<file path="config.mk">
export PLATFORM = sky130hd
export DESIGN_NAME = sample_window_timer
export DESIGN_NICKNAME = d
export VERILOG_FILES = /design/src/rtl/swt_pkg.sv /design/src/rtl/swt_cfg_regs.sv /design/src/rtl/swt_len_calc.sv /design/src/rtl/swt_window_ctr.sv /design/src/rtl/sample_window_timer.sv
export SDC_FILE = /design/constraint.sdc
export NUM_CORES = 1
export LEC_CHECK = 0
export BUFFER_PORTS_ARGS = -buffer_cell sky130_fd_sc_hd__buf_4
export CAP_MARGIN = 20
export CELL_PAD_IN_SITES_DETAIL_PLACEMENT = 0
export CELL_PAD_IN_SITES_GLOBAL_PLACEMENT = 1
export CORE_UTILIZATION = 35
export DETAILED_ROUTE_END_ITERATION = 12
export MAX_ROUTING_LAYER = met4
export PLACE_DENSITY = 0.82
export SYNTH_ARGS = -nofsm -noshare
export SYNTH_HDL_FRONTEND = slang
export SYNTH_SLANG_ARGS = --single-unit
</file>
<file path="constraint.sdc">
create_clock -name clk -period 2.3 [get_ports clk]
set_clock_uncertainty 0.2 [all_clocks]
set_input_delay 0.345 -clock clk [delete_from_list [all_inputs] [get_ports clk]]
set_output_delay 0.345 -clock clk [all_outputs]
set_load 0.01 [all_outputs]
</file>
<file path="src/rtl/swt_pkg.sv">
// Shared definitions for the sample-window timer.
// Assumes the register port uses a 2-bit address.
package swt_pkg;

    // Register addresses of the configuration port
    typedef enum logic [1:0] {
        SWT_ADDR_CMP0 = 2'd0,
        SWT_ADDR_CMP1 = 2'd1,
        SWT_ADDR_DIV  = 2'd2,
        SWT_ADDR_NONE = 2'd3
    } swt_addr_e;

    // Width needed for the longest window: largest multiplier shifted by the largest code
    function automatic int swt_len_width(input int val_w, input int div_w);
        return val_w + (1 << div_w) - 1;
    endfunction

endpackage

</file>
<file path="src/rtl/swt_cfg_regs.sv">
// Configuration registers: two compare values and the divider code.
// Compare writes are dropped while conversion is enabled; the divider
// code is always writable. Read-back is combinational, reserved bits read 0.
module swt_cfg_regs #(
    parameter int VAL_W  = 10,
    parameter int DIV_W  = 3,
    parameter int DATA_W = 32
) (
    input  logic                   clk,
    input  logic                   rst_n,
    input  logic                   cfg_we,
    input  logic [1:0]             cfg_addr,
    input  logic [VAL_W-1:0]       cfg_wdata,
    input  logic                   conv_en,
    output logic [DATA_W-1:0]      cfg_rdata,
    output logic [1:0][VAL_W-1:0]  cmp_val,
    output logic [DIV_W-1:0]       div_code
);
    import swt_pkg::*;

    localparam int NUM_CMP = 2;

    // One locked compare register per slot
    for (genvar i = 0; i < NUM_CMP; i++) begin : g_cmp
        // Load the compare value when addressed and not locked
        always_ff @(posedge clk) begin
            if (!rst_n) begin
                cmp_val[i] <= '0;
            end else if (cfg_we && !conv_en && cfg_addr == 2'(i)) begin
                cmp_val[i] <= cfg_wdata;
            end
        end
    end

    // Load the divider code whenever addressed
    always_ff @(posedge clk) begin
        if (!rst_n) begin
            div_code <= '0;
        end else if (cfg_we && swt_addr_e'(cfg_addr) == SWT_ADDR_DIV) begin
            div_code <= cfg_wdata[DIV_W-1:0];
        end
    end

    // Read-back mux with zero-filled reserved bits
    always_comb begin
        cfg_rdata = '0;
        case (swt_addr_e'(cfg_addr))
            SWT_ADDR_CMP0: cfg_rdata[VAL_W-1:0] = cmp_val[0];
            SWT_ADDR_CMP1: cfg_rdata[VAL_W-1:0] = cmp_val[1];
            SWT_ADDR_DIV:  cfg_rdata[DIV_W-1:0] = div_code;
            default:       cfg_rdata = '0;
        endcase
    end

endmodule

</file>
<file path="src/rtl/swt_len_calc.sv">
// Window length calculation: picks a compare value, raises 0 and 1 to 1,
// then shifts by the divider code. Purely combinational.
// Assumes LEN_W holds the largest value shifted by the largest code.
module swt_len_calc #(
    parameter int VAL_W = 10,
    parameter int DIV_W = 3,
    parameter int LEN_W = 17
) (
    input  logic [1:0][VAL_W-1:0] cmp_val,
    input  logic                  sel,
    input  logic [DIV_W-1:0]      div_code,
    output logic [LEN_W-1:0]      win_len
);
    logic [VAL_W-1:0] chosen;
    logic [VAL_W-1:0] mult;

    // Pick the compare value and clamp small values to one period
    always_comb begin
        chosen = sel ? cmp_val[1] : cmp_val[0];
        mult   = (chosen < VAL_W'(2)) ? VAL_W'(1) : chosen;
    end

    // Scale by the power-of-two divide value
    assign win_len = LEN_W'(mult) << div_code;

endmodule

</file>
<file path="src/rtl/swt_window_ctr.sv">
// Window down-counter. An idle start loads the length. Active holds while
// the count is non-zero, and done marks the final count. A start pulse
// during a window is dropped and flagged one cycle later.
// Assumes load_len is never zero.
module swt_window_ctr #(
    parameter int LEN_W = 17
) (
    input  logic             clk,
    input  logic             rst_n,
    input  logic             start,
    input  logic [LEN_W-1:0] load_len,
    output logic             active,
    output logic             done,
    output logic             overflow
);
    logic [LEN_W-1:0] remain;
    logic             ovf_q;

    assign active   = (remain != '0);
    assign done     = (remain == LEN_W'(1));
    assign overflow = ovf_q;

    // Load on an idle start, otherwise count down to zero
    always_ff @(posedge clk) begin
        if (!rst_n) begin
            remain <= '0;
        end else if (start && !active) begin
            remain <= load_len;
        end else if (active) begin
            remain <= remain - LEN_W'(1);
        end
    end

    // Flag a start pulse that arrived during a window
    always_ff @(posedge clk) begin
        if (!rst_n) begin
            ovf_q <= 1'b0;
        end else begin
            ovf_q <= start && active;
        end
    end

endmodule

</file>
<file path="src/rtl/sample_window_timer.sv">
// Top level of the sample-window timer. Ties the configuration registers,
// the length calculation and the window counter together. Assumes start
// is a single-cycle pulse that is synchronous to clk.
module sample_window_timer #(
    parameter int VAL_W  = 10,
    parameter int DIV_W  = 3,
    parameter int DATA_W = 32
) (
    input  logic              clk,
    input  logic              rst_n,
    input  logic              cfg_we,
    input  logic [1:0]        cfg_addr,
    input  logic [VAL_W-1:0]  cfg_wdata,
    output logic [DATA_W-1:0] cfg_rdata,
    input  logic              conv_en,
    input  logic              start,
    input  logic              sel,
    output logic              active,
    output logic              done,
    output logic              overflow
);
    import swt_pkg::*;

    localparam int LEN_W = swt_len_width(VAL_W, DIV_W);

    logic [1:0][VAL_W-1:0] cmp_val;
    logic [DIV_W-1:0]      div_code;
    logic [LEN_W-1:0]      win_len;

    swt_cfg_regs #(.VAL_W(VAL_W), .DIV_W(DIV_W), .DATA_W(DATA_W)) i_regs (
        .clk       (clk),
        .rst_n     (rst_n),
        .cfg_we    (cfg_we),
        .cfg_addr  (cfg_addr),
        .cfg_wdata (cfg_wdata),
        .conv_en   (conv_en),
        .cfg_rdata (cfg_rdata),
        .cmp_val   (cmp_val),
        .div_code  (div_code)
    );

    swt_len_calc #(.VAL_W(VAL_W), .DIV_W(DIV_W), .LEN_W(LEN_W)) i_len (
        .cmp_val  (cmp_val),
        .sel      (sel),
        .div_code (div_code),
        .win_len  (win_len)
    );

    swt_window_ctr #(.LEN_W(LEN_W)) i_ctr (
        .clk      (clk),
        .rst_n    (rst_n),
        .start    (start),
        .load_len (win_len),
        .active   (active),
        .done     (done),
        .overflow (overflow)
    );

endmodule

</file>
* Word level (Yosys, flattened, before mapping)
Index checks and enable logic that the tools add are counted.
** Operators by class
- Add/subtract/negate cells :: 1
- Shifts and indexed selects :: 1
- Equality and inequality tests :: 3
- Reductions and logical operators :: 11
- Muxes and demuxes :: 6
- Magnitude comparators :: 1
** Operators by type and width (count)
- two-way mux 17 bit :: 2
- two-way mux 10 bit :: 2
- equality test 17 x 1 -> 1 bit (second input constant) :: 1
- nonzero test 17 bit :: 1
- << shifter 10 x 3 -> 17 bit :: 1
- subtractor 17 x 1 -> 17 bit (second input constant) :: 1
- one-hot mux 7 bit (2 select lines) :: 1
- < comparator 10 x 2 -> 1 bit (second input constant) :: 1
- one-hot mux 3 bit (3 select lines) :: 1
- logical AND 1 bit :: 6
- equality test 2 x 1 -> 1 bit (second input constant) :: 1
- equality test 2 bit (second input constant) :: 1
- zero test 1 bit :: 2
- zero test 2 bit :: 1
- nonzero test 2 bit :: 1
** Storage, ports and cells
- Flip-flop bits (word level) :: 41

* Logic depth before layout (Yosys ltp)
Gate-level depths: netlist (run 1).
- Depth in word-level cells :: 5
- Depth in mapped cells :: 10

* Modules after synthesis
Synthesis (run 1) repeated with hierarchy kept, for this count alone.
** Unflattened totals
- Cell total of the unflattened synthesis :: 335
- Area total of the unflattened synthesis :: 2906.5 µm²
** Modules (own cells, without submodules)
- swt_cfg_regs :: area each 1209.9 µm², cells each 134, times used 1
- swt_window_ctr :: area each 1027.2 µm², cells each 115, times used 1
- swt_len_calc :: area each 669.4 µm², cells each 86, times used 1

* Worst setup path before layout (run 1)
OpenSTA, ideal clock, no wires.
- Path type :: reg2reg
- From :: reg i_ctr.remain[0]
- To :: reg i_ctr.remain[12]
- Arrival time :: 2.118 ns
- Buffers on the path :: 2
- Path slack :: -0.147 ns
- Stages on the path, launching flop included :: 11
- Path through :: dfxtp_1 -> inv_1 -> ha_1 -> or4b_2 -> or4_4 -> buf_6 -> nor2_8 -> buf_6 -> o21ai_1 -> a21oi_1 -> nor3_1
** On the way
- Word-level cells in the longest chain between the ends :: 4
- Elaborated cells on any way between the ends :: 7
** RTL lines
- from (decl) :: line swt_window_ctr.sv:16 : logic [LEN_W-1:0] remain;
- from (signal assigned) :: line swt_window_ctr.sv:28 : remain <= load_len;
- from (signal assigned) :: line swt_window_ctr.sv:30 : remain <= remain - LEN_W'(1);
- parallel branches: the longest is 4 deep, another holds subtractor 17 x 1 -> 17 bit
Several ways; the timed one is not identified. The select of a mux whose other input is x is not followed.
A chain may end at the register's enable or synchronous reset.

* Final worst setup path (run 1)
- From :: reg i_ctr.remain[9]
- To :: out active
** On the way
- Word-level cells in the longest chain between the ends :: 1
** RTL lines
- nonzero test 17 bit :: line swt_window_ctr.sv:19 : assign active = (remain != '0);
- to (decl) :: line sample_window_timer.sv:18 : output logic active,
No other way between the ends.

==> impl_metrics.yaml, run 1 <==
clock_tree:
  cts_tree: "built"
  cts_buffers: 5
  clock_sinks: 41
  clk_pin_slew_ps: 80
  cts_root_buffer: "clkbuf_8"
  cts_max_path_buffers: 2
  htree_levels: 2
  clk_latency_ps: 300
route:
  vias: 2565
  wirelength_um: 7050
  wl_per_cell_um: 13.9
  drcViolationCount: 0
  antenna_left: 0
  via_per_inst: 5.07
  firstDrtPassIters: 4
  drt_iter0_markers: 91
floorplan:
  initial_utilization_pct: 37.1
  ios: 53
  die_h_um: 90.6
  num_rows: 31
  core-area_mm2: 0.00741
  die-area_mm2: 0.00820
  die_w_um: 90.6
synth:
  synthFlopType: "dfxtp_1"
  synth-edff-count: 0
  syn_inst: 348
  syn-cell-area_mm2: 0.00275
  ys_ff_latch: 41
  syn_area_per_cell_um2: 7.89
  synthArstFlopShare_pct: 0
  synth.distinct_cells: 50
  yosysWarnings: 0
  ys_seq_area_share_pct: 29.9
critical_path:
  worstPathCellList: "or4_4, or4_4, buf_6, buf_6"
  r2r_start: "i_ctr.remain[9]"
  path_max_fanout: 2
  cp-start-kind: "flop"
  cpLargestDelayFamily: "simple AND/OR/NAND/NOR gates"
  cp.required_ps: 1750
  crit_start: "i_ctr.remain[9]"
  slowest_stage: "or4_4"
  setup.worst_path.class: "flop to primary output"
  max_stage_delay_ps: 570
  critPathArrivalTime_ps: 1980
  end_kind: "primary output"
  critical_path_buf_inv_count: 2
cells_and_area:
  fin_nets: 426
  final_cell_mix: "nand2_1 (65), buf_4 (65), dfxtp_1 (38)"
  diodes: 0
  final_cells: 506
  drive_gt1_share_pct: 30.5
  finalCoreUtilization_pct: 46.9
  areaGrowthSynthToFinish_pct: 26.7
  num-fill-cells: 724
pwr:
  p_total_uw: 2810
  cellPowerDensity_mw_per_mm2: 809
  ir_drop_mv: 0.308
  p_leak_uw: 0.00144
sta:
  report.final.setup_viol: 16
  min_period_over_period_pct: 110
  tightest_slew_ps: 512
  fmax_ghz: 0.395
  min_period_ps: 2530
  relSlewSlack_pct: 65.8
  setup_slack_ps: -229
  hold_viol: 0
  rsz0062_at_grt: "true"
  maxSlewViolCount: 0
grt:
  grt_use_total_pct: 17.8
  grt_max_degree: 37
  grt_overflow: 0
  antenna_found_initial: 0
  grt_pass1_wl_um: 11600
  first_global_vias: 2439
status:
  violations: "setup timing"
  status: "finished with violations"
place:
  dpl.hpwl_um: 5170
  port_buffers: 30
  gp_congestion: 0.821
  dp.cells: 492
run:
  drv_cap: 0
min_path:
  hp-class: "primary input to flop"
  min-delay-start: "cfg_wdata[3]"
==> power breakdown <==
group	internal (µW)	leakage, µW	total (µW)	switching [µW]
Sequential	810	0.000335	875	65.0
Clock	211	0.0000450	463	252
Combinational	753	0.00106	1480	723
Total	1770	0.00144	2810	1040
==> synthesized netlist by cell type (3+ instances only) <==
cell / count / area share (%)
a21boi_0: 24 / 6.6
a21boi_1: 4 / 1.1
a21oi_1: 9 / 1.6
a31oi_1: 3 / 0.68
and3_1: 4 / 0.91
buf_2: 3 / 0.55
buf_4: 22 / 6.0
buf_6: 3 / 1.2
clkbuf_1: 12 / 1.6
dfxtp_1: 41 / 30
inv_1: 6 / 0.82
mux2_2: 10 / 4.1
mux2i_1: 23 / 8.4
nand2_1: 66 / 9.0
nand3_1: 11 / 2.0
nor2_1: 22 / 3.0
nor3_1: 8 / 1.5
nor4_1: 6 / 1.4
o21ai_0: 16 / 2.9
or4_1: 4 / 1.1
xnor2_1: 4 / 1.3
xor2_1: 6 / 1.9
==> worst reg2reg max path, stage by stage, from the launching register on <==
cell	delay, ps
dfxtp_2	320
or4_4	540
or4_4	570
buf_6	160
buf_8	130
nor3_4	170
o211ai_1	120
a21boi_1	160
==> registers in the layout (all words and copies together) (netlist names) <==
signal	flops
i_ctr.overflow	1
i_regs.div_code	3
i_regs.cmp_val	20
i_ctr.remain	17
==> metal layers <==
metal  track usage [%]  wire, µm  vias up
met2              28.9      3330       65
met4              5.51        70        0
met1              23.2      3400     1204
li1                  -         -     1289
met5                 -         0        -
met3              1.77       246        7
==> metrics by stage <==
step	hold WS, ps	instance area [µm²]	setup slack (ps)	setup TNS (ps)
CTS	99.9	3330	-214	-1620
global route	106	3480	-259	-2370
finish	109	3480	-229	-1500
floorplan	253	2850	-126	-458
global placement	279	3200	-100	-1060
detailed placement	290	3200	-133	-1500
==> final cells by class <==
type | instances | area [µm²] | share of cell area [%]
timing repair buffer | 72 | 584 | 16.8
clock inverter | 2 | 10.0 | 0.288
sequential | 41 | 825 | 23.7
clock buffer | 6 | 72.6 | 2.09
tap | 99 | 124 | 3.56
inverter | 6 | 22.5 | 0.648
multi-input combinational | 280 | 1840 | 52.9
==> cells by family after synthesis <==
logic type | after synthesis | synth area share [%]
compound gates | 73 | 17.8
xor+xnor | 10 | 3.19
flops | 41 | 29.9
other cells | 1 | 0.137
simple gates | 140 | 25.1
buf+inv | 48 | 10.5
mux | 33 | 12.5
fa+ha+maj | 2 | 0.911
==> what timing repair did <==
action | in CTS | in global routing
hold endpoints to repair | 0 | 0
hold buffers | 0 | 0
gates cloned | 0 | 1
endpoints found under the setup margin | 17 | 20
setup buffers | 4 | 1
pin swaps | 3 | 10
resized for setup | 9 | 27
==> final timing paths <==
check / end / slack, ps / cells past startpoint
setup / recovery: active / -230 / 4
hold / removal: i_regs.cmp_val[3] / 110 / 3
setup reg to reg: i_ctr.remain[3] / -150 / 7
hold reg to reg: i_regs.cmp_val[9] / 300 / 2
Power figures use the tool's default switching activity.
==> inputs of run 2 (changes only) <==
--- a/config.mk
+++ b/config.mk
@@ -11,8 +11,10 @@
 export CELL_PAD_IN_SITES_GLOBAL_PLACEMENT = 1
 export CORE_UTILIZATION = 35
 export DETAILED_ROUTE_END_ITERATION = 12
+export GPL_TIMING_DRIVEN = 0
 export MAX_ROUTING_LAYER = met4
-export PLACE_DENSITY = 0.82
+export PLACE_DENSITY = 0.8
 export SYNTH_ARGS = -nofsm -noshare
 export SYNTH_HDL_FRONTEND = slang
+export SYNTH_HIERARCHICAL = 1
 export SYNTH_SLANG_ARGS = --single-unit
==> run 2 against run 1 <==
Net effect: the flow still finishes with violations (setup timing); area after synthesis up 5.9%; utilization up 1.2 points; cell count up 2.6%; power up 8.8%; setup slack better by 190 ps.
==> impl_metrics.yaml, run 2 <==
pwr:
  ir_drop_mv: 0.315
  pwr-share-seq_pct: 30.5
  share_comb_of_total_power_pct: 54.2
  p_leak_uw: 0.00155
  power_switching_uw: 1180
  clkPwrFrac_pct: 15.4
  switching_share_pct: 38.7
  cellPowerDensity_mw_per_mm2: 806
  internal_power_uw: 1880
synth:
  synth.distinct_cells: 54
  yosysWarnings: 6
  yosysTopAreaCellShare_pct: 28.2
  synthArstFlopShare_pct: 0
  syn_area_per_cell_um2: 8.68
  synth_common_cells: "nand2_1 (58), mux2i_1 (44), dfxtp_1 (41), nor2_1 (24), buf_4 (22)"
  synth.most_common_cell: "nand2_1"
  synthFlopType: "dfxtp_1"
  yosysTopAreaCell: "dfxtp_1"
  syn_inst: 335
  yosys-top-cells-area: "dfxtp_1 (28%), mux2i_1 (15%), nand2_1 (7.5%)"
  ys_ff_latch: 41
  synth-edff-count: 0
  ys_seq_area_share_pct: 28.2
  syn-cell-area_mm2: 0.00291
place:
  pre_cts_ws_ps: -336
  port_buffers: 28
  post_dp_cell_area_mm2: 0.00332
  gp_congestion: 0.855
  dpl.hpwl_um: 5370
run:
  drv_cap: 0
critical_path:
  r2r_start: "i_regs/div_code[0]"
  max_stage_delay_ps: 490
  path_max_fanout: 5
  worstPathCellList: "buf_8, mux2_4, mux4_2, o22ai_2, a31oi_2, a2111oi_4, a311oi_1"
  crit_cells: 7
  reg2regPathDepth: 7
  cp.required_ps: 2270
  slowest_stage: "mux4_2"
  crit_start: "i_regs/div_code[0]"
  critPathArrivalTime_ps: 2310
  critical_path_buf_inv_count: 1
  end_kind: "flop"
  cp-start-kind: "flop"
  setup.worst_path.class: "flop to flop"
  cpLargestDelayFamily: "multiplexers"
sta:
  report.final.setup_viol: 1
  tightest_slew_ps: 718
  maxSlewViolCount: 0
  relSlewSlack_pct: 52.2
  fmax_ghz: 0.427
  min_period_ps: 2340
  setup_slack_ps: -43.0
  min_period_over_period_pct: 102
  rsz0062_at_grt: "true"
  hold_viol: 0
grt:
  grt_use_total_pct: 18.5
  grt_pass1_wl_um: 12300
  grt_overflow: 0
  first_global_vias: 2483
  grt_max_degree: 13
  antenna_found_initial: 0
cells_and_area:
  top_regs: "i_regs/cmp_val (20), i_ctr/remain (17), i_regs/div_code (3)"
  regMostFlops: "i_regs/cmp_val"
  final_cell_mix: "buf_4 (74), nand2_1 (57), mux2i_1 (44)"
  final_common_cell: "buf_4"
  areaGrowthSynthToFinish_pct: 30.7
  finalCoreUtilization_pct: 48.2
  drive_gt1_share_pct: 33.8
  diodes: 0
  largest_reg_flops: 20
  fin_area_mm2: 0.00380
  fin_nets: 436
status:
  violations: "setup timing"
  status: "finished with violations"
min_path:
  min_path_cells: 2
  min-delay-start: "rst_n"
  hp-class: "primary input to flop"
clock_tree:
  cts_buffers: 5
  clk_latency_ps: 300
  clock_sinks: 41
  cts_hold_buf: 0
  cts_root_buffer: "clkbuf_8"
  cts_max_path_buffers: 2
  cts_tree: "built"
  htree_levels: 2
  clk_pin_slew_ps: 80
route:
  drt_iter0_markers: 154
  antenna_left: 0
  firstDrtPassIters: 4
  wirelength_um: 7810
  wl_per_cell_um: 15.1
  via_per_inst: 5.24
  drcViolationCount: 0
  vias: 2718
floorplan:
  num_rows: 32
  ios: 53
  core-area_mm2: 0.00789
  initial_utilization_pct: 36.8
  die_w_um: 93.1
  die-area_mm2: 0.00867
  die_h_um: 93.1
## run 2: cell types whose count changed after synthesis, moves of 7 or more
cell / delta
mux2i_1: +21
a211oi_1: +7
nand3_1: -7
a2111oi_0: +7
o21ai_0: -9
a21boi_0: -24
nand2_1: -8
## run 2: final cells by class
type / count / area, µm²
inverter: 5 / 21.3
multi-input combinational: 266 / 2020
clock inverter: 2 / 10.0
buffer: 43 / 302
fill: 745 / 4090
timing repair buffer: 54 / 413
tap: 102 / 128
sequential: 41 / 835
clock buffer: 6 / 72.6
## run 2: metal layers
metal / up-vias / wire length [µm] / track usage (%)
met2: 96 / 3850 / 29.8
met5: - / 0 / -
li1: 1321 / - / -
met4: 0 / 165 / 6.54
met1: 1283 / 3410 / 23.3
met3: 18 / 384 / 3.17
## run 2: repair_timing
item                                    4_1_cts  5_1_grt
pin swaps                                     8       14
buffers inserted                             19        8
gates resized for setup                      32       21
endpoints found under the setup margin       16       14
## run 2: power by group through the flow
stage,logic (µW),clock network [µW],registers [µW]
after CTS,1330,483,925
after global routing,1760,511,944
final,1660,471,932
after detailed placement,945,0,937
after global placement,931,0,933
after floorplan,736,0,914
## run 2: logic make-up (layout without fill, tap and decap cells)
logic type | after synthesis | count (layout) | synth area share (%)
simple gates | 124 | 124 | 21.5
mux | 58 | 58 | 23.3
compound gates | 52 | 52 | 13.2
buf+inv | 49 | 110 | 10.4
flops | 41 | 41 | 28.2
xor+xnor | 8 | 8 | 2.41
fa+ha+maj | 2 | 2 | 0.861
other cells | 1 | 22 | 0.129
## run 2: worst paths after layout
| path | end | slack (ps) |
|---|---|---|
| setup / recovery | i_ctr/remain[7] | -40 |
| hold / removal | i_ctr/remain[0] | 100 |
| setup reg to reg | i_ctr/remain[7] | -40 |
| hold reg to reg | i_regs/cmp_val[10] | 290 |
## run 2: per-stage QoR
stage / cells / hold WS (ps) / power [µW] / TNS (ps)
finish: 519 / 101 / 3060 / -43.0
global route: 519 / 92.8 / 3210 / -290
CTS: 513 / 95.7 / 2740 / 0
detailed placement: 486 / 278 / 1880 / -2540
global placement: 486 / 268 / 1860 / -2900
floorplan: 356 / 244 / 1650 / 0
==> inputs of run 3 (changes only) <==
--- a/config.mk
+++ b/config.mk
@@ -13,7 +13,7 @@
 export DETAILED_ROUTE_END_ITERATION = 12
 export GPL_TIMING_DRIVEN = 0
 export MAX_ROUTING_LAYER = met4
-export PLACE_DENSITY = 0.8
+export PLACE_DENSITY_LB_ADDON = 0.1
 export SYNTH_ARGS = -nofsm -noshare
 export SYNTH_HDL_FRONTEND = slang
 export SYNTH_HIERARCHICAL = 1
==> run 3 against run 2 <==
Net effect: wire length increased by 1.0%; maximum frequency decreased by 1.5%; setup slack got worse by 36 ps; largest power group unchanged; die area unchanged; hold slack improved by 3.1 ps; the run still ends with setup timing left; critical path type is now flop to primary output; sequential power decreased by 0.4%.
==> impl_metrics.yaml, run 3 (same netlist as run 2, synthesis figures left out) <==
critical_path:
  reg2reg_slack_ps: 10
  slowest_stage: "or3_4"
  critPathCapture: "active"
  end_kind: "primary output"
  critical_path_buf_inv_count: 3
  cpLargestDelayFamily: "simple AND/OR/NAND/NOR gates"
  setup.worst_path.class: "flop to primary output"
  max_stage_delay_ps: 370
  rr_endpoint: "i_ctr/remain[7]"
  r2r_start: "i_regs/div_code[0]"
  worstPathCellList: "inv_2, ha_4, nor4b_4, nand2_2, clkbuf_8, or3_4, buf_6"
  reg2regPathDepth: 7
  cp.required_ps: 1750
  path_max_fanout: 2
  critPathArrivalTime_ps: 1830
  cp-start-kind: "flop"
  crit_start: "i_ctr/remain[1]"
  crit_cells: 7
cells_and_area:
  multi_input_area_mm2: 0.00198
  areaGrowthSynthToFinish_pct: 29.4
  diodes: 0
  final_common_cell: "buf_4"
  num-fill-cells: 810
  regMostFlops: "i_regs/cmp_val"
  top_regs: "i_regs/cmp_val (20), i_ctr/remain (17), i_regs/div_code (3)"
  fin_area_mm2: 0.00376
  ff_latch_area_um2: 835
  drive_gt1_share_pct: 32.9
  final_cell_mix: "buf_4 (72), nand2_1 (55), mux2i_1 (44)"
  largest_reg_flops: 20
  fin_nets: 435
grt:
  grt_use_total_pct: 18.9
  first_global_vias: 2434
  grt_pass1_wl_um: 12400
  grt_overflow: 0
  grt_max_degree: 12
  antenna_found_initial: 0
clock_tree:
  cts_max_path_buffers: 2
  cts_root_buffer: "clkbuf_8"
  cts_buffers: 5
  cts_hold_buf: 0
  clk_latency_ps: 300
  cts_tree: "built"
  htree_levels: 2
  clk_pin_slew_ps: 80
  clock_sinks: 41
floorplan:
  die-area_mm2: 0.00867
  initial_utilization_pct: 36.8
  core-area_mm2: 0.00789
  die_h_um: 93.1
  die_w_um: 93.1
  ios: 53
  num_rows: 32
place:
  port_buffers: 28
  pre_cts_ws_ps: -289
  gp_congestion: 0.802
  dpl.hpwl_um: 5570
  post_dp_cell_area_mm2: 0.00332
sta:
  rsz0062_at_grt: "true"
  maxSlewViolCount: 0
  min_period_ps: 2380
  tns_ps: -79.2
  setup_slack_ps: -79.2
  fmax_ghz: 0.420
  tightest_slew_ps: 602
  report.final.setup_viol: 1
  min_period_over_period_pct: 103
  hold_slack_ps: 104
  relSlewSlack_pct: 59.7
  hold_viol: 0
route:
  drt_iter0_markers: 117
  wirelength_um: 7890
  via_per_inst: 5.11
  vias: 2645
  firstDrtPassIters: 4
  antenna_left: 0
  wl_per_cell_um: 15.2
  drcViolationCount: 0
status:
  status: "finished with violations"
  violations: "setup timing"
pwr:
  ir_drop_mv: 0.334
  p_leak_uw: 0.00154
  cellPowerDensity_mw_per_mm2: 760
run:
  drv_cap: 0
min_path:
  hp-class: "primary input to flop"
## run 3: cell count changes in the layout (fill, tap and decap cells not counted), sizes merged
cell | before | now
clkbuf | 17 | 20
clkinv | 2 | 0
buf | 86 | 84
## run 3: how the worst min path moves through the flow
stage          slack, ps  depth (start not counted)               start                  to
3_5_place_dp         270                          2  i_regs/cmp_val[10]  i_regs/cmp_val[10]
3_3_place_gp         260                          2  i_regs/cmp_val[10]  i_regs/cmp_val[10]
6_report             100                          2               rst_n     i_ctr/remain[0]
5_1_grt              100                          2               rst_n     i_ctr/remain[0]
4_1_cts              100                          2               rst_n     i_ctr/remain[0]
2_1_floorplan        240                          2  i_regs/cmp_val[10]  i_regs/cmp_val[10]
## run 3: where the power goes
part	internal, µW	switching [µW]	total (µW)
sequential	815	113	928
clock	216	255	471
combinational	751	710	1460
## run 3: routing by layer
| metal | vias up | routed length, µm | global-route usage (%) | part of all wire, % |
|---|---|---|---|---|
| met5 | - | 0 | - | 0 |
| met4 | 0 | 94 | 5.26 | 1.2 |
| met3 | 9 | 422 | 2.76 | 5.3 |
| met2 | 72 | 3460 | 28.9 | 44 |
| met1 | 1230 | 3920 | 25.9 | 50 |
| li1 | 1334 | - | - | - |
## run 3: metrics by stage
stage / total power, µW / util (%) / instances
2_1_floorplan: 1650 / - / 356
4_1_cts: 2620 / 45.1 / 502
6_report: 2860 / 47.7 / 518
5_1_grt: 3060 / 47.7 / 518
3_5_place_dp: 1890 / 42.1 / 486
3_3_place_gp: 1890 / 42.1 / 486
## run 3: timing repair
action / in CTS / in global routing
gates resized for setup: 31 / 19
gates cloned: 0 / 1
setup endpoints to repair: 17 / 10
pin swaps: 8 / 12
setup buffers: 8 / 16
## run 3: area by class of cell
class	instances	share of cell area (%)
timing repair buffer	52	10.4
buffer	44	8.62
sequential	41	22.2
inverter	5	0.499
tap	102	3.39
clock buffer	8	2.13
multi-input combinational	266	52.8
## run 3: worst register-to-register path, cell delays in order, from the launching register on
cell and delay [ps]:
dfxtp_4 390, buf_12 130, mux2_4 310, mux4_2 500, o22ai_2 120, a31oi_1 70, a2111oi_2 370, a311oi_1 80
